## src/rtl/fsel_pkg.sv

```systemverilog
`timescale 1ns/1ps
package fsel_pkg;

  localparam int unsigned STAT_W = 3;

  typedef enum logic [STAT_W-1:0] {
    ST_RUN        = 3'd0,
    ST_IDLE       = 3'd1,
    ST_SQUASH     = 3'd2,
    ST_BLOCK      = 3'd3,
    ST_MISS_WAIT  = 3'd4,
    ST_MISS_DONE  = 3'd5,
    ST_XLATE_WAIT = 3'd6,
    ST_TRAP       = 3'd7
  } thr_state_e;

  typedef enum logic [1:0] {
    POL_SINGLE = 2'd0,
    POL_RR     = 2'd1,
    POL_IQ     = 2'd2,
    POL_LSQ    = 2'd3
  } pick_pol_e;

  function automatic logic may_fetch(input logic [STAT_W-1:0] s);
    return (s == ST_RUN) || (s == ST_IDLE) || (s == ST_MISS_DONE);
  endfunction

endpackage

```

## src/rtl/fsel_elig.sv

```systemverilog
`timescale 1ns/1ps
module fsel_elig #(
  parameter int unsigned N     = 4,
  parameter int unsigned TID_W = 2
) (
  input  logic [N-1:0]                   act_mask,
  input  logic [N*fsel_pkg::STAT_W-1:0]  thr_status,
  output logic [N-1:0]                   elig,
  output logic                           st_valid,
  output logic [TID_W-1:0]               st_tid
);
  localparam int unsigned SW = fsel_pkg::STAT_W;

  genvar g;
  generate
    for (g = 0; g < N; g++) begin : g_thr
      assign elig[g] = act_mask[g] && fsel_pkg::may_fetch(thr_status[g*SW +: SW]);
    end
  endgenerate

  // single-thread mode: only the lowest active thread counts
  logic             first_found;
  logic [TID_W-1:0] first_tid;

  always_comb begin
    first_found = 1'b0;
    first_tid   = '0;
    for (int i = 0; i < N; i++) begin
      if (!first_found && act_mask[i]) begin
        first_found = 1'b1;
        first_tid   = TID_W'(i);
      end
    end
    st_valid = first_found && elig[first_tid];
    st_tid   = first_tid;
  end

endmodule

```

## src/rtl/fsel_min_pick.sv

```systemverilog
`timescale 1ns/1ps
module fsel_min_pick #(
  parameter int unsigned N     = 4,
  parameter int unsigned CNT_W = 6,
  parameter int unsigned TID_W = 2
) (
  input  logic                 clk,
  input  logic                 rst_n,
  input  logic [N-1:0]         elig,
  input  logic [N*CNT_W-1:0]   occ,
  output logic                 win_valid,
  output logic [TID_W-1:0]     win_tid
);
  logic [CNT_W-1:0] cnt [N];

  genvar g;
  generate
    for (g = 0; g < N; g++) begin : g_slice
      assign cnt[g] = occ[g*CNT_W +: CNT_W];
    end
  endgenerate

  logic [CNT_W-1:0] best_cnt;

  // strict less-than keeps the lower index on ties
  always_comb begin
    win_valid = 1'b0;
    win_tid   = '0;
    best_cnt  = '0;
    for (int i = 0; i < N; i++) begin
      if (elig[i] && (!win_valid || (cnt[i] < best_cnt))) begin
        win_valid = 1'b1;
        win_tid   = TID_W'(i);
        best_cnt  = cnt[i];
      end
    end
  end

  // independent order check: nobody eligible beats the winner
  logic min_broken;
  always_comb begin
    min_broken = 1'b0;
    for (int j = 0; j < N; j++) begin
      if (win_valid && elig[j] &&
          ((cnt[j] < cnt[win_tid]) ||
           ((cnt[j] == cnt[win_tid]) && (TID_W'(j) < win_tid))))
        min_broken = 1'b1;
    end
  end

  assert_min_order_R4: assert property (@(posedge clk) disable iff (!rst_n)
    !min_broken);

  assert_win_elig_R5: assert property (@(posedge clk) disable iff (!rst_n)
    win_valid |-> elig[win_tid]);

endmodule

```

## src/rtl/fsel_order_list.sv

```systemverilog
`timescale 1ns/1ps
module fsel_order_list #(
  parameter int unsigned N     = 4,
  parameter int unsigned TID_W = 2
) (
  input  logic              clk,
  input  logic              rst_n,
  input  logic [N-1:0]      elig,
  input  logic              upd_en,
  input  logic              drop_en,
  input  logic [TID_W-1:0]  drop_tid,
  output logic              rr_valid,
  output logic [TID_W-1:0]  rr_tid
);
  localparam int unsigned CW = $clog2(N + 1);

  logic [TID_W-1:0] ids_q  [N];
  logic [TID_W-1:0] ids_d  [N];
  logic [N-1:0]     vld_q, vld_d;
  logic [TID_W-1:0] ids_sh [N];
  logic [N-1:0]     vld_sh;
  logic [TID_W-1:0] mv_ids [N];
  logic [TID_W-1:0] mv_sh  [N];
  logic [TID_W-1:0] rr_pos;
  logic [CW-1:0]    vcount;
  logic [TID_W-1:0] last_pos;
  logic             move_do;
  logic             hit;
  logic [TID_W-1:0] hit_pos;
  logic             list_we;

  // one-place-forward views of the list
  genvar g;
  generate
    for (g = 0; g < N; g++) begin : g_shift
      if (g < N - 1) begin : g_mid
        assign ids_sh[g] = ids_q[g+1];
        assign vld_sh[g] = vld_q[g+1];
        assign mv_sh[g]  = mv_ids[g+1];
      end else begin : g_end
        assign ids_sh[g] = '0;
        assign vld_sh[g] = 1'b0;
        assign mv_sh[g]  = '0;
      end
    end
  endgenerate

  // scan from the front for the first eligible entry
  always_comb begin
    rr_valid = 1'b0;
    rr_pos   = '0;
    rr_tid   = '1;
    for (int i = 0; i < N; i++) begin
      if (!rr_valid && vld_q[i] && elig[ids_q[i]]) begin
        rr_valid = 1'b1;
        rr_pos   = TID_W'(i);
        rr_tid   = ids_q[i];
      end
    end
  end

  always_comb begin
    vcount = '0;
    for (int i = 0; i < N; i++) vcount = vcount + CW'(vld_q[i]);
    last_pos = TID_W'(vcount - 1'b1);
  end

  // stage 1: move the chosen entry to the back
  assign move_do = upd_en && rr_valid;

  always_comb begin
    for (int i = 0; i < N; i++) begin
      mv_ids[i] = ids_q[i];
      if (move_do) begin
        if ((TID_W'(i) >= rr_pos) && (TID_W'(i) < last_pos))
          mv_ids[i] = ids_sh[i];
        else if (TID_W'(i) == last_pos)
          mv_ids[i] = rr_tid;
      end
    end
  end

  // stage 2: remove a thread and close the gap
  always_comb begin
    hit     = 1'b0;
    hit_pos = '0;
    for (int i = 0; i < N; i++) begin
      if (!hit && vld_q[i] && (mv_ids[i] == drop_tid)) begin
        hit     = 1'b1;
        hit_pos = TID_W'(i);
      end
    end
  end

  always_comb begin
    vld_d = vld_q;
    for (int i = 0; i < N; i++) begin
      ids_d[i] = mv_ids[i];
      if (drop_en && hit && (TID_W'(i) >= hit_pos)) begin
        ids_d[i] = mv_sh[i];
        vld_d[i] = vld_sh[i];
      end
    end
  end

  assign list_we = move_do || (drop_en && hit);

  always_ff @(posedge clk or negedge rst_n) begin
    if (!rst_n) begin
      for (int i = 0; i < N; i++) ids_q[i] <= TID_W'(i);
      vld_q <= '1;
    end else if (list_we) begin
      ids_q <= ids_d;
      vld_q <= vld_d;
    end
  end

  // checking aids
  logic             armed_q;
  logic [TID_W-1:0] last_id;

  always_ff @(posedge clk or negedge rst_n) begin
    if (!rst_n) armed_q <= 1'b0;
    else        armed_q <= 1'b1;
  end

  assign last_id = ids_q[last_pos];

  assert_packed_R7: assert property (@(posedge clk) disable iff (!rst_n)
    ((vld_q & (vld_q + 1'b1)) == '0));

  assert_never_grows_R7: assert property (@(posedge clk) disable iff (!rst_n)
    armed_q |-> (vcount <= $past(vcount)));

  assert_moved_back_R3: assert property (@(posedge clk) disable iff (!rst_n)
    (move_do && !drop_en) |=> (last_id == $past(rr_tid)));

endmodule

```

## src/rtl/fetch_thread_picker.sv

```systemverilog
`timescale 1ns/1ps
module fetch_thread_picker #(
  parameter  int unsigned N     = 4,
  parameter  int unsigned CNT_W = 6,
  localparam int unsigned TID_W = (N > 1) ? $clog2(N) : 1
) (
  input  logic                           clk,
  input  logic                           rst_n,
  input  logic [N-1:0]                   act_mask,
  input  logic [N*fsel_pkg::STAT_W-1:0]  thr_status,
  input  logic [N*CNT_W-1:0]             iq_occ,
  input  logic [N*CNT_W-1:0]             lsq_occ,
  input  logic [1:0]                     policy,
  input  logic                           fetch_go,
  input  logic                           drop_en,
  input  logic [TID_W-1:0]               drop_tid,
  output logic                           sel_valid,
  output logic [TID_W-1:0]               sel_tid
);
  import fsel_pkg::*;

  logic [N-1:0]       elig;
  logic               st_valid;
  logic [TID_W-1:0]   st_tid;
  logic               rr_valid;
  logic [TID_W-1:0]   rr_tid;
  logic [N*CNT_W-1:0] occ_src  [2];
  logic               mp_valid [2];
  logic [TID_W-1:0]   mp_tid   [2];
  logic               rr_upd;
  logic               pick_v;
  logic [TID_W-1:0]   pick_t;

  fsel_elig #(.N(N), .TID_W(TID_W)) u_elig (
    .act_mask   (act_mask),
    .thr_status (thr_status),
    .elig       (elig),
    .st_valid   (st_valid),
    .st_tid     (st_tid)
  );

  assign rr_upd = fetch_go && (pick_pol_e'(policy) == POL_RR);

  fsel_order_list #(.N(N), .TID_W(TID_W)) u_list (
    .clk      (clk),
    .rst_n    (rst_n),
    .elig     (elig),
    .upd_en   (rr_upd),
    .drop_en  (drop_en),
    .drop_tid (drop_tid),
    .rr_valid (rr_valid),
    .rr_tid   (rr_tid)
  );

  assign occ_src[0] = iq_occ;
  assign occ_src[1] = lsq_occ;

  genvar k;
  generate
    for (k = 0; k < 2; k++) begin : g_occ
      fsel_min_pick #(.N(N), .CNT_W(CNT_W), .TID_W(TID_W)) u_min (
        .clk       (clk),
        .rst_n     (rst_n),
        .elig      (elig),
        .occ       (occ_src[k]),
        .win_valid (mp_valid[k]),
        .win_tid   (mp_tid[k])
      );
    end
  endgenerate

  always_comb begin
    case (pick_pol_e'(policy))
      POL_SINGLE: begin pick_v = st_valid;    pick_t = st_tid;    end
      POL_RR:     begin pick_v = rr_valid;    pick_t = rr_tid;    end
      POL_IQ:     begin pick_v = mp_valid[0]; pick_t = mp_tid[0]; end
      default:    begin pick_v = mp_valid[1]; pick_t = mp_tid[1]; end
    endcase
    sel_valid = pick_v;
    sel_tid   = pick_v ? pick_t : '1;
  end

  assert_sel_eligible_R1: assert property (@(posedge clk) disable iff (!rst_n)
    sel_valid |-> elig[sel_tid]);

  assert_none_eligible_R6: assert property (@(posedge clk) disable iff (!rst_n)
    (elig == '0) |-> !sel_valid);

  assert_single_lowest_R9: assert property (@(posedge clk) disable iff (!rst_n)
    ((pick_pol_e'(policy) == POL_SINGLE) && sel_valid) |->
      ((act_mask & ((N'(1) << sel_tid) - N'(1))) == '0));

endmodule

```

## config.mk

```make
export PLATFORM = sky130hd
export DESIGN_NAME = fetch_thread_picker
export DESIGN_NICKNAME = d
export VERILOG_FILES = /design/src/rtl/fsel_pkg.sv /design/src/rtl/fsel_elig.sv /design/src/rtl/fsel_min_pick.sv /design/src/rtl/fsel_order_list.sv /design/src/rtl/fetch_thread_picker.sv
export SDC_FILE = /design/constraint.sdc
export NUM_CORES = 1
export LEC_CHECK = 0
export BUFFER_PORTS_ARGS = -buffer_cell sky130_fd_sc_hd__buf_2
export CAP_MARGIN = 10
export CORE_MARGIN = 4
export CORE_UTILIZATION = 40
export DETAILED_ROUTE_END_ITERATION = 6
export GPL_TIMING_DRIVEN = 1
export PLACE_DENSITY_LB_ADDON = 0.3
export SYNTH_ARGS = -nofsm -noshare
export SYNTH_HDL_FRONTEND = slang
export SYNTH_HIERARCHICAL = 1
export SYNTH_SLANG_ARGS = --single-unit
```

## constraint.sdc

```tcl
create_clock -name clk -period 14.8 [get_ports clk]
set_input_delay 0 -clock clk [delete_from_list [all_inputs] [get_ports clk]]
set_output_delay 0 -clock clk [all_outputs]
set_load 0.01 [all_outputs]
```

Word-level counts from Yosys, hierarchy flattened
Index checks and enable logic that the tools add are counted.
{"block": "op_classes", "reduce_logical": 78, "n_lt_le_gt_ge": 23, "eq_ne": 17, "muxes": 73, "add_sub_neg": 4}
{"operator": "$mux W2", "count": 31}
{"operator": "$logic_and A1 B1 Y1", "count": 39}
{"operator": "$lt A6 B6 Y1", "count": 6}
{"operator": "$mux W6", "count": 6}
{"operator": "$mux W1", "count": 29}
{"operator": "$logic_or A1 B1 Y1", "count": 15}
{"operator": "$lt A2 B3 Y1 const B", "count": 5}
{"operator": "$logic_not A1 Y1", "count": 14}
{"operator": "$eq A3 B1 Y1 const B", "count": 4}
{"operator": "$eq A3 B3 Y1 const B", "count": 4}
{"operator": "$logic_not A3 Y1", "count": 4}
{"operator": "$bmux W1 S2", "count": 5}
{"operator": "$eq A2 B2 Y1", "count": 4}
{"operator": "$ge A1 B2 Y1 const A", "count": 4}
{"operator": "$ge A2 B2 Y1 const A", "count": 4}
{"operator": "$reduce_and A2 Y1", "count": 4}
{"operator": "$pmux W2 S3", "count": 1}
{"operator": "$add A2 B1 Y2", "count": 2}
{"operator": "$eq A2 B2 Y1 const A", "count": 2}
{"operator": "$logic_not A2 Y1", "count": 2}
{"operator": "$lt A1 B2 Y1 const A", "count": 2}
{"operator": "$lt A2 B2 Y1 const A", "count": 2}
{"operator": "$pmux W1 S3", "count": 1}
{"operator": "$add A1 B1 Y2", "count": 1}
{"operator": "4 further kinds", "count": 4}
{"block": "word_totals", "out_inout_bits": 3, "in_bits": 72, "elab_cells": 203, "ff_bits": 12}

Longest topological paths before layout
Gate-level depths: netlist of the first run.
{"block": "logic_depth", "depth_word": 42, "mapped_depth": 27, "mapped_depth_nobuf": 25}

By module
The synthesis of the first run kept the hierarchy.
{"module": "fsel_order_list", "seq_area_each_um2": 310.3, "instances": 1, "cells_per_inst": 170, "area_per_inst_um2": 1461.4}
{"module": "fsel_min_pick (g_occ[1].u_min)", "seq_area_each_um2": 0.0, "instances": 1, "cells_per_inst": 93, "area_per_inst_um2": 724.4}
{"module": "fsel_min_pick (g_occ[0].u_min)", "seq_area_each_um2": 0.0, "instances": 1, "cells_per_inst": 92, "area_per_inst_um2": 713.2}
{"module": "fsel_elig", "seq_area_each_um2": 0.0, "instances": 1, "cells_per_inst": 18, "area_per_inst_um2": 127.6}
{"module": "fetch_thread_picker", "seq_area_each_um2": 0.0, "instances": 1, "cells_per_inst": 7, "area_per_inst_um2": 87.6}

Worst setup path after synthesis of the first run
Ideal clock, no wire load.
{"block": "synth_path", "path_kind": "input -> output", "startpoint": "in act_mask[0]", "endpoint": "out sel_tid[0]", "slack_ps": 9181, "cell_stages": 23, "path_buffers": 1, "arrival_ps": 5619, "required_time_ps": 14800, "path_cell_list": "inv_1 -> a211oi_1 -> buf_6 -> nand2_1 -> ha_1 -> o211ai_1 -> o211a_1 -> o21ai_2 -> mux2_2 -> ha_1 -> a211oi_1 -> o21ai_0 -> nor4b_1 -> nor3_2 -> mux2_2 -> ha_1 -> a21o_2 -> a21o_1 -> a2111o_1 -> a2111o_1 -> o211ai_2 -> mux4_2 -> nand2b_1"}
{"item": "from (decl)", "line": "fetch_thread_picker.sv:9", "rtl": "input logic [N-1:0] act_mask,"}
{"item": "to (decl)", "line": "fetch_thread_picker.sv:18", "rtl": "output logic [TID_W-1:0] sel_tid"}

==> results by group, run 1 <==
Routing
  – Router iterations before antenna repair: 5
  – Highest metal used: met4
  – M1 wire length: a little under 4 mm
  – Routed wl met2: 4.00 mm
  – Wirelength per Cell: 15.6 um
  – DRC viols: 0
  – Vias: 3,209
  – Detail Route Antenna Nets: 0
  – DR vias/cell: 5.80
  – Met3 WL: 564 um
  – Initial DRC Count: 195
  – Total routed wirelength: roughly 8.6 mm

Placed design
  – Post-detail-place hpwl: approximately 7.1 mm
  – PortBufs: 74
  – GPL Wtd Cong: 0.905

Setup path
  – Crit path top cell by count: ha_1
  – Crit Path Class: in -> out
  – CP arrival: ~6 ns
  – Data required, critical path: 14.80 ns
  – Startpoint types: input pin
  – Setup crit end kind: output pin
  – CP max stage delay: 0.48 ns
  – Crit path max-delay cell type: nor4b_1
  – Buffer and inverter count on the worst path: 4
  – Critical path fanouts, max: 35
  – Critical path's top delay family: compound AO/OA/AOI/OAI gates

Floorplan
  – Die area: 9260 um^2
  – Core area: 7410 um^2
  – Core Rows: 31
  – Height of the die: 96.2 um
  – Initial core utilization: 42.0%
  – # IOs: 75
  – Die W: between 90 and 100 um

Global routing
  – Congestion Overflow GR: 0
  – Number of global-route vias before repair: ~3,100
  – Global-route wire length before repair: 14.0 mm
  – Largest net degree at the start of global routing: 36
  – Total track usage: 18.4%
  – Initial antenna violation count: 0

Synthesis
  – Post-synth cell types: 90
  – Yosys warning count: 6
  – Post-synth top area cell: ha_1
  – Avg Inst Size Synth: 8.20 um^2
  – Top-area cell type share of the netlist area: around an eighth
  – EDFF count, synth: 0
  – Async set-reset flop share out of synthesis: 100%
  – Post-synth top cells: 38 x nand2_1, 35 x inv_1, 31 x ha_1, 26 x nor2_1
  – Syn_nets: 484
  – Top_reg_cell synth: dfstp_2
  – Synthesized area: 3110 um^2
  – Most common cell in the netlist: nand2_1
  – Post-synthesis register bit count: 12
  – Most area-consuming cells after synthesis: ha_1 12%, dfstp_2 6.7%, mux2i_1 5.8%
  – Post-Syn Instances: 380
  – Seq/Total Area, Yosys: 9.96%

Timing
  – Setup Viol. Count Final: 0
  – Worst-Margin Slew: ~0.59 ns
  – Fin crit share: between 40% and 50%
  – Unrepaired setup endpoints after global routing: false
  – Max-slew violation count: 0
  – Crit path time final: ~6.0 ns
  – Hold Violations, Final: 0
  – F_max: 167 MHz
  – Setup total negative slack: 0 ns
  – Worst Clk Skew: around 0.0034 ns
  – Hold Slack: 0.164 ns
  – Max-slew headroom: about three fifths

Layout
  – Layout Nets: approximately 560
  – # diodes: 0
  – Area growth syn-to-layout: 17.8%
  – Ratio of cells with drive above 1 in the final layout: 31.7%
  – Fin util: 49.5%

Clocking
  – Depth of the CTS H-tree: 1
  – Clock sink total: 12
  – TritonCTS clock tree: yes
  – Clk_lat worst skew: 0.24 ns
  – PostCTS Resize Cnt: 0
  – CTS Buf Count: 3
  – Max clock buf depth: 2
  – Clock slew at reported path FFs: 0.05 ns
  – Root Buffer: clkbuf_8

Min path
  – Hold Path Class: in -> async

Power and ir drop
  – Maximum vdd drop: 0.0573 mV
  – Total power: 330 uW
  – Leakage: 0.00152 uW
  – PD cells: roughly 90 nW/um^2

Outcome
  – Status: complete, no violations

Flow run
  – Max cap viols: 0
[layout make-up]
type	count	area, um^2
inverters	35	131
well taps	99	124
repair buffers	80	420
clock buffers	4	55.1
fillers	707	3740
multi-input cells	323	2630
flip-flops and latches	12	310
[per-layer routing]
| layer | track usage, % | vias up |
|---|---|---|
| met5 | 0 | - |
| met3 | 2.42 | 9 |
| met4 | 3.20 | 0 |
| met1 | 24.7 | 1493 |
| li1 | - | 1603 |
| met2 | 31.5 | 104 |
[metrics by stage]
stage / instances / setup WS [ns] / cell area, um^2
6_report: 553 / 8.80 / 3670
4_1_cts: 553 / 8.80 / 3670
3_3_place_gp: 547 / 8.94 / 3590
5_1_grt: 553 / 8.39 / 3670
2_1_floorplan: 380 / 9.18 / 3110
3_5_place_dp: 547 / 8.81 / 3590
[report_power, final]
group | switching (uW) | total, uW | internal [uW]
Combinational | 127 | 222 | 94.3
Clock | 11.6 | 35.1 | 23.5
Sequential | 22.8 | 73.6 | 50.8
Total | 162 | 330 | 169
[state kept, by name, summed over array words and instances (netlist names)]
| name | flops |
|---|---|
| u_list/ids_q | 8 |
| u_list/vld_q | 4 |
[cell usage in the layout (no fill, tap or decap), drive strengths merged, types with 4 or more instances in the layout]
cell type  synthesis  routed
dfrtp              4       4
inv               35      35
o2bb2ai            4       4
nand3              8       8
a211oi            11      11
o21a               5       5
nand2             39      39
nor2              26      26
o21bai             5       5
nor2b              6       6
dfstp              8       8
clkbuf             5       4
a2111o             4       4
o22ai              4       4
nand2b             9       9
o21ai             20      20
buf                5      78
mux2              19      19
ha                31      31
a21oi             20      20
o211ai             6       6
nor3               9       9
mux2i             18      18
a32oi              6       6
a21o               4       4
[logic make-up after synthesis]
logic type,after synthesis,share of synthesized area (%)
AOI/OAI and AO/OA,120,31.8
and+or+nand+nor,127,22.3
xor gates and xnor gates,4,1.13
adders and majority gates,32,13.1
DFF,12,9.96
muxes,40,15.7
buffers and inverters,45,6.11
[path summary, 6_finish.rpt]
path                       slack, ns              end       startpoint  depth (start not counted)
min                             0.16  u_list/ids_q[2]            rst_n                          2
min reg2reg                     0.56  u_list/vld_q[0]  u_list/vld_q[0]                          2
max                             8.80       sel_tid[0]      act_mask[0]                         25
max reg2reg                    11.16  u_list/ids_q[4]  u_list/vld_q[2]                         11
min in group clk                0.42  u_list/vld_q[0]      drop_tid[1]                          4
max in group asynchronous      14.37  u_list/ids_q[4]            rst_n                          2
[timing repair]
action | CTS | global route
buffers inserted | 0 | 0
hold endpoints to repair | 13 | 0
endpoints found under the setup margin | 0 | 0
hold buffers | 2 | 0
(Power assumes the default switching activity.)
==> inputs of run 2 (changes only) <==
==> constraint.sdc (replaced) <==
create_clock -name clk -period 6.2 [get_ports clk]
set_input_delay 0 -clock clk [delete_from_list [all_inputs] [get_ports clk]]
set_output_delay 0 -clock clk [all_outputs]
set_load 0.01 [all_outputs]
==> run 2 against run 1 <==
Non-clock buffer count unchanged. Cell count is the same. Clock power up 140%. Sequential power up 140%. Clock skew grew 0.00087 ns. Hold slack got worse by 0.0033 ns. Critical path depth decreased by 1. Register-to-register slack worse by 8.6 ns. Total power up 140%. Critical path type unchanged. Largest cell class unchanged. Largest power group unchanged. Highest routed layer unchanged.
==> results by group, run 2 (same netlist as run 1, synthesis figures left out) <==
Outcome
  – Status: complete, no violations (unchanged)

Timing
  – Unrepaired setup endpoints after global routing: false (unchanged)
  – Max-slew headroom: 57.8% (was 60.9%)
  – Worst-Margin Slew: 0.634 ns (was 0.586 ns)
  – Hold Violations, Final: 0 (unchanged)
  – Setup total negative slack: 0 ns (unchanged)
  – F_max: between 150 and 200 MHz
  – Final setup margin: 0.481 ns (was 8.80 ns)
  – Max-slew violation count: 0 (unchanged)
  – Setup Viol. Count Final: 0 (unchanged)
  – Fin crit share: ~90%
  – Crit path time final: 5.72 ns
  – Worst Clk Skew: 0.00430 ns (was 0.00343 ns)

Setup path
  – Startpoint types: input pin (unchanged)
  – CP arrival: 5.72 ns (was 6.00 ns)
  – Critical path fanouts, max: 7 (was 35)
  – Setup crit end kind: output pin (unchanged)
  – R2R depth: 11 (unchanged)
  – Data required, critical path: 6.20 ns (was 14.80 ns)
  – Crit Path Class: in -> out (unchanged)

Placed design
  – Cell area after placement: 3590 um^2 (unchanged)
  – GPL Wtd Cong: 0.878 (was 0.905)
  – Post-Place Setup Slack: 0.465 ns (was 8.81 ns)
  – PortBufs: 74 (unchanged)
  – Post-detail-place hpwl: 7.10 mm (was 7.11 mm)

Routing
  – Routed wl met2: 3.98 mm (was 4.00 mm)
  – Wirelength per Cell: 15.5 um (was 15.6 um)
  – Router iterations before antenna repair: 4 (was 5)
  – Met3 WL: 567 um (was 564 um)
  – Initial DRC Count: 173 (was 195)
  – Vias: 3,220 (was 3,209)
  – DR vias/cell: 5.82 (was 5.80)
  – Detail Route Antenna Nets: 0 (unchanged)
  – M1 wire length: 3.96 mm (was 3.95 mm)
  – Highest metal used: met4 (unchanged)
  – DRC viols: 0 (unchanged)
  – Total routed wirelength: 8.58 mm (was 8.61 mm)

Flow run
  – Max cap viols: 0 (unchanged)

Layout
  – Largest Register: u_list/ids_q (unchanged)
  – Ratio of cells with drive above 1 in the final layout: 31.7% (unchanged)
  – Design area: 3670 um^2 (unchanged)
  – Commonest non-fill, non-tap cell in the layout: buf_2 (unchanged)
  – Multi-input gate area: 2630 um^2 (unchanged)
  – Max reg flops: 8 (unchanged)
  – # diodes: 0 (unchanged)
  – Fill cell count: 720 (was 707)
  – Layout Nets: 559 (unchanged)
  – Area growth syn-to-layout: 17.8% (unchanged)
  – Most frequent cells in the layout: 74 x buf_2, 38 x nand2_1, 35 x inv_1 (unchanged)
  – Largest registers in the final layout: u_list/ids_q (8), u_list/vld_q (4) (unchanged)
  – Reg area: 310 um^2 (unchanged)

Global routing
  – Congestion Overflow GR: 0 (unchanged)
  – Number of global-route vias before repair: 3,045 (was 3,106)
  – Global-route wire length before repair: 13.8 mm (was 14.0 mm)
  – Total track usage: 18.3% (was 18.4%)
  – Initial antenna violation count: 0 (unchanged)
  – Largest net degree at the start of global routing: 30 (was 36)

Clocking
  – TritonCTS clock tree: yes (unchanged)
  – Depth of the CTS H-tree: 1 (unchanged)
  – Post-CTS Setup Bufs: 0 (unchanged)
  – Clk_lat worst skew: 0.24 ns (about the same)
  – PostCTS Resize Cnt: 0 (unchanged)
  – Hold bufs inserted after CTS: 2 (unchanged)
  – Clock slew at reported path FFs: 0.05 ns (about the same)
  – Clock sink total: 12 (unchanged)
  – Root Buffer: clkbuf_8 (unchanged)
  – Max clock buf depth: 2 (unchanged)
  – CTS Buf Count: 3 (unchanged)

Floorplan
  – # IOs: 75 (unchanged)
  – Die W: 96.2 um (unchanged)
  – Initial core utilization: 42.0% (unchanged)
  – Core area: 7410 um^2 (unchanged)
  – Die area: 9260 um^2 (unchanged)
  – Core Rows: 31 (unchanged)
  – Height of the die: 96.2 um (unchanged)

Power and ir drop
  – Maximum vdd drop: 0.0956 mV (was 0.0573 mV)
  – PD cells: 215 nW/um^2 (was 90.0 nW/um^2)
  – Leakage: 0.00152 uW (unchanged)

Min path
  – Hold Path Class: in -> async (unchanged)
==> run 2: final timing paths <==
check	startpoint	endpoint	slack [ns]
min reg2reg	u_list/vld_q[0]	u_list/vld_q[0]	0.57
max in group asynchronous	rst_n	u_list/vld_q[2]	5.77
min	rst_n	u_list/ids_q[7]	0.16
min in group clk	drop_tid[1]	u_list/vld_q[0]	0.42
max	act_mask[0]	sel_tid[0]	0.48
max reg2reg	u_list/vld_q[2]	u_list/vld_q[1]	2.58
==> run 2: layer usage <==
layer	vias up	track usage (%)
met5	-	0
met4	0	3.44
met3	8	2.27
met2	113	31.2
met1	1487	24.7
li1	1612	-
==> run 2: critical path, stage by stage <==
cell	delay, ns
buf_2	0.10
inv_1	0.10
a211oi_4	0.36
nand2_1	0.14
ha_1	0.30
o211ai_1	0.10
o211a_1	0.28
o21ai_2	0.31
mux2_2	0.39
ha_1	0.29
a211oi_1	0.25
o21ai_0	0.13
nor4b_1	0.46
nor3_2	0.18
mux2_2	0.31
ha_1	0.29
a21o_2	0.19
a21o_1	0.18
a2111o_1	0.42
a2111o_1	0.43
o211ai_2	0.06
mux4_2	0.23
nand2b_1	0.09
buf_2	0.13
==> run 2: per-stage QoR <==
step	hold slack [ns]	std cells	util, %	power (uW)
after global placement	-0.124	547	48.5	682
after CTS	0.167	553	49.5	779
after global routing	0.178	553	49.5	850
after floorplan	-0.296	380	-	554
after detailed placement	-0.120	547	48.5	690
final	0.160	553	49.5	788
==> run 2: layout make-up <==
class	instances	area share, %
clock buffer	4	1.50
inverter	35	3.58
multi-input combinational	323	71.6
sequential	12	8.46
tap	99	3.38
timing repair buffer	80	11.5
==> run 2: power breakdown <==
group | switching, uW | internal, uW
Clock | 28.0 | 56.0
Combinational | 303 | 225
Sequential | 54.9 | 121
==> inputs of run 3 (changes only) <==
--- a/config.mk
+++ b/config.mk
@@ -5,7 +5,7 @@
 export SDC_FILE = /design/constraint.sdc
 export NUM_CORES = 1
 export LEC_CHECK = 0
-export BUFFER_PORTS_ARGS = -buffer_cell sky130_fd_sc_hd__buf_2
+export BUFFER_PORTS_ARGS = -buffer_cell sky130_fd_sc_hd__buf_4
 export CAP_MARGIN = 10
 export CORE_MARGIN = 4
 export CORE_UTILIZATION = 40
==> run 3 against run 2 <==
Non-clock buffer count unchanged. Sequential share of layout area down 0.39 points. Cell count did not move. Sequential cell count unchanged. Critical endpoint unchanged. Critical path depth unchanged. Count of clock-buffer cells in the layout unchanged. Global-route usage increased by 0.94 points. Final area increased by 4.9%.
==> results by group, run 3 (same netlist as run 1, synthesis figures left out) <==
Global routing
  – Largest net degree at the start of global routing: 30 (unchanged)
  – Global-route wire length before repair: 14.6 mm (was 13.8 mm)
  – Total track usage: 19.2% (was 18.3%)
  – Congestion Overflow GR: 0 (unchanged)
  – Initial antenna violation count: 0 (unchanged)
  – Number of global-route vias before repair: 3,144 (was 3,045)

Power and ir drop
  – P_sw: 395 uW (was 386 uW)
  – Clock power share: 9.4% (was 10.7%)
  – Maximum vdd drop: 0.0873 mV (was 0.0956 mV)
  – Gate power share: 68.7% (was 67.0%)
  – PD cells: 208 nW/um^2 (was 215 nW/um^2)
  – Internal power: 407 uW (was 402 uW)
  – Total power: 802 uW (was 788 uW)
  – Flop pwr share: 21.9% (was 22.4%)
  – Leakage: 0.00158 uW (was 0.00152 uW)
  – Sw frac: 49.3% (was 49.0%)

Setup path
  – Critical path fanouts, max: 7 (unchanged)
  – Crit Path Class: in -> out (unchanged)
  – Setup crit end kind: output pin (unchanged)
  – Data required, critical path: 6.20 ns (about the same)
  – CP arrival: 5.80 ns (was 5.72 ns)
  – Startpoint types: input pin (unchanged)

Timing
  – Hold Violations, Final: 0 (unchanged)
  – Unrepaired setup endpoints after global routing: false (unchanged)
  – Crit path time final: 5.80 ns (was 5.72 ns)
  – Setup total negative slack: 0 ns (unchanged)
  – Worst Clk Skew: 0.00906 ns (was 0.00430 ns)
  – Final setup margin: 0.404 ns (was 0.481 ns)
  – Setup Viol. Count Final: 0 (unchanged)
  – Fin crit share: 93.5% (was 92.2%)
  – F_max: 173 MHz (was 175 MHz)
  – Max-slew headroom: 55.5% (was 57.8%)
  – Worst-Margin Slew: 0.668 ns (was 0.634 ns)
  – Max-slew violation count: 0 (unchanged)

Layout
  – Area growth syn-to-layout: 23.5% (was 17.8%)
  – Max reg flops: 8 (unchanged)
  – Layout Nets: 559 (unchanged)
  – Ratio of cells with drive above 1 in the final layout: 31.5% (was 31.7%)
  – Design area: 3850 um^2 (was 3670 um^2)
  – Most frequent cells in the layout: 77 x buf_4, 38 x nand2_1, 35 x inv_1 (was 74 x buf_2, 38 x nand2_1, 35 x inv_1)
  – Largest Register: u_list/ids_q (unchanged)
  – Largest registers in the final layout: u_list/ids_q (8), u_list/vld_q (4) (unchanged)
  – # diodes: 0 (unchanged)
  – Commonest non-fill, non-tap cell in the layout: buf_4 (was buf_2)

Clocking
  – Root Buffer: clkbuf_8 (unchanged)
  – Clk_lat worst skew: 0.25 ns (was 0.24 ns)
  – Depth of the CTS H-tree: 1 (unchanged)
  – Clock slew at reported path FFs: 0.06 ns (was 0.05 ns)
  – CTS Buf Count: 3 (unchanged)
  – Max clock buf depth: 2 (unchanged)
  – Clock sink total: 12 (unchanged)
  – TritonCTS clock tree: yes (unchanged)

Flow run
  – Max cap viols: 0 (unchanged)

Routing
  – Router iterations before antenna repair: 5 (was 4)
  – DRC viols: 0 (unchanged)
  – Detail Route Antenna Nets: 0 (unchanged)
  – DR vias/cell: 5.95 (was 5.82)
  – Total routed wirelength: 8.94 mm (was 8.58 mm)
  – Vias: 3,290 (was 3,220)
  – Initial DRC Count: 279 (was 173)
  – Wirelength per Cell: 16.2 um (was 15.5 um)

Floorplan
  – Height of the die: 96.2 um (unchanged)
  – Core area: 7410 um^2 (unchanged)
  – # IOs: 75 (unchanged)
  – Die area: 9260 um^2 (unchanged)
  – Die W: 96.2 um (unchanged)
  – Initial core utilization: 42.0% (unchanged)
  – Core Rows: 31 (unchanged)

Placed design
  – Post-Place Setup Slack: 0.440 ns (was 0.465 ns)
  – GPL Wtd Cong: 0.895 (was 0.878)
  – Post-detail-place hpwl: 7.31 mm (was 7.10 mm)
  – Cell area after placement: 3780 um^2 (was 3590 um^2)
  – PortBufs: 74 (unchanged)

Min path
  – Hold Path Class: in -> async (unchanged)

Outcome
  – Status: complete, no violations (unchanged)
run 3: area by class of cell:
type	instances	area, um^2
fillers	709	3560
flip-flops and latches	12	310
inverters	35	131
multi-input cells	323	2630
clock buffers	4	45.0
repair buffers	80	609
well taps	99	124
run 3: path summary, 6_finish.rpt:
| path | slack (ns) | cells after the start | endpoint | from |
|---|---|---|---|---|
| setup / recovery | 0.40 | 24 | sel_tid[0] | act_mask[0] |
| setup reg to reg | 2.46 | 11 | u_list/ids_q[4] | u_list/vld_q[2] |
| min in group clk | 0.37 | 4 | u_list/vld_q[0] | drop_tid[1] |
| max in group asynchronous | 5.83 | 2 | u_list/ids_q[3] | rst_n |
| hold reg to reg | 0.56 | 2 | u_list/vld_q[0] | u_list/vld_q[0] |
| hold / removal | 0.13 | 2 | u_list/ids_q[6] | rst_n |
run 3: what timing repair did:
action,CTS,global route
gates resized for setup,0,1
hold endpoints to repair,13,0
endpoints found under the setup margin,0,1
hold buffers,2,0
setup buffers,0,0
run 3: routing by layer:
layer | GRT usage, % | wire length, um | vias up
met1 | 25.8 | 4110 | 1553
met4 | 3.32 | 76 | 0
li1 | - | - | 1601
met2 | 33.1 | 4180 | 124
met5 | 0 | 0 | -
met3 | 2.42 | 576 | 12
run 3: critical path, cell delays in order:
cell and delay [ns]:
buf_4 0.09, inv_1 0.08, a211oi_4 0.39, nand2_1 0.15, ha_1 0.31, o211ai_1 0.09
o211a_1 0.28, o21ai_2 0.31, mux2_2 0.39, ha_1 0.29, a211oi_1 0.25, o21ai_0 0.15
nor4b_1 0.48, nor3_2 0.19, mux2_2 0.31, ha_1 0.28, a21o_2 0.19, a21o_1 0.18
a2111o_1 0.42, a2111o_1 0.44, o211ai_2 0.06, mux4_2 0.23, nand2b_1 0.10, buf_4 0.12
run 3: power by group through the flow:
stage	Clock (uW)	Sequential [uW]	Combinational, uW
finish	75.7	176	551
global route	80.3	180	603
CTS	76.9	173	539
detailed placement	0	174	535
global placement	0	173	521
floorplan	0	147	406
run 3: through the flow:
stage | cells | utilization [%] | hold WS [ns]
finish | 553 | 51.9 | 0.128
global route | 553 | 51.9 | 0.148
CTS | 553 | 51.9 | 0.124
detailed placement | 547 | 51.0 | -0.152
global placement | 547 | 51.0 | -0.156
floorplan | 380 | - | -0.296
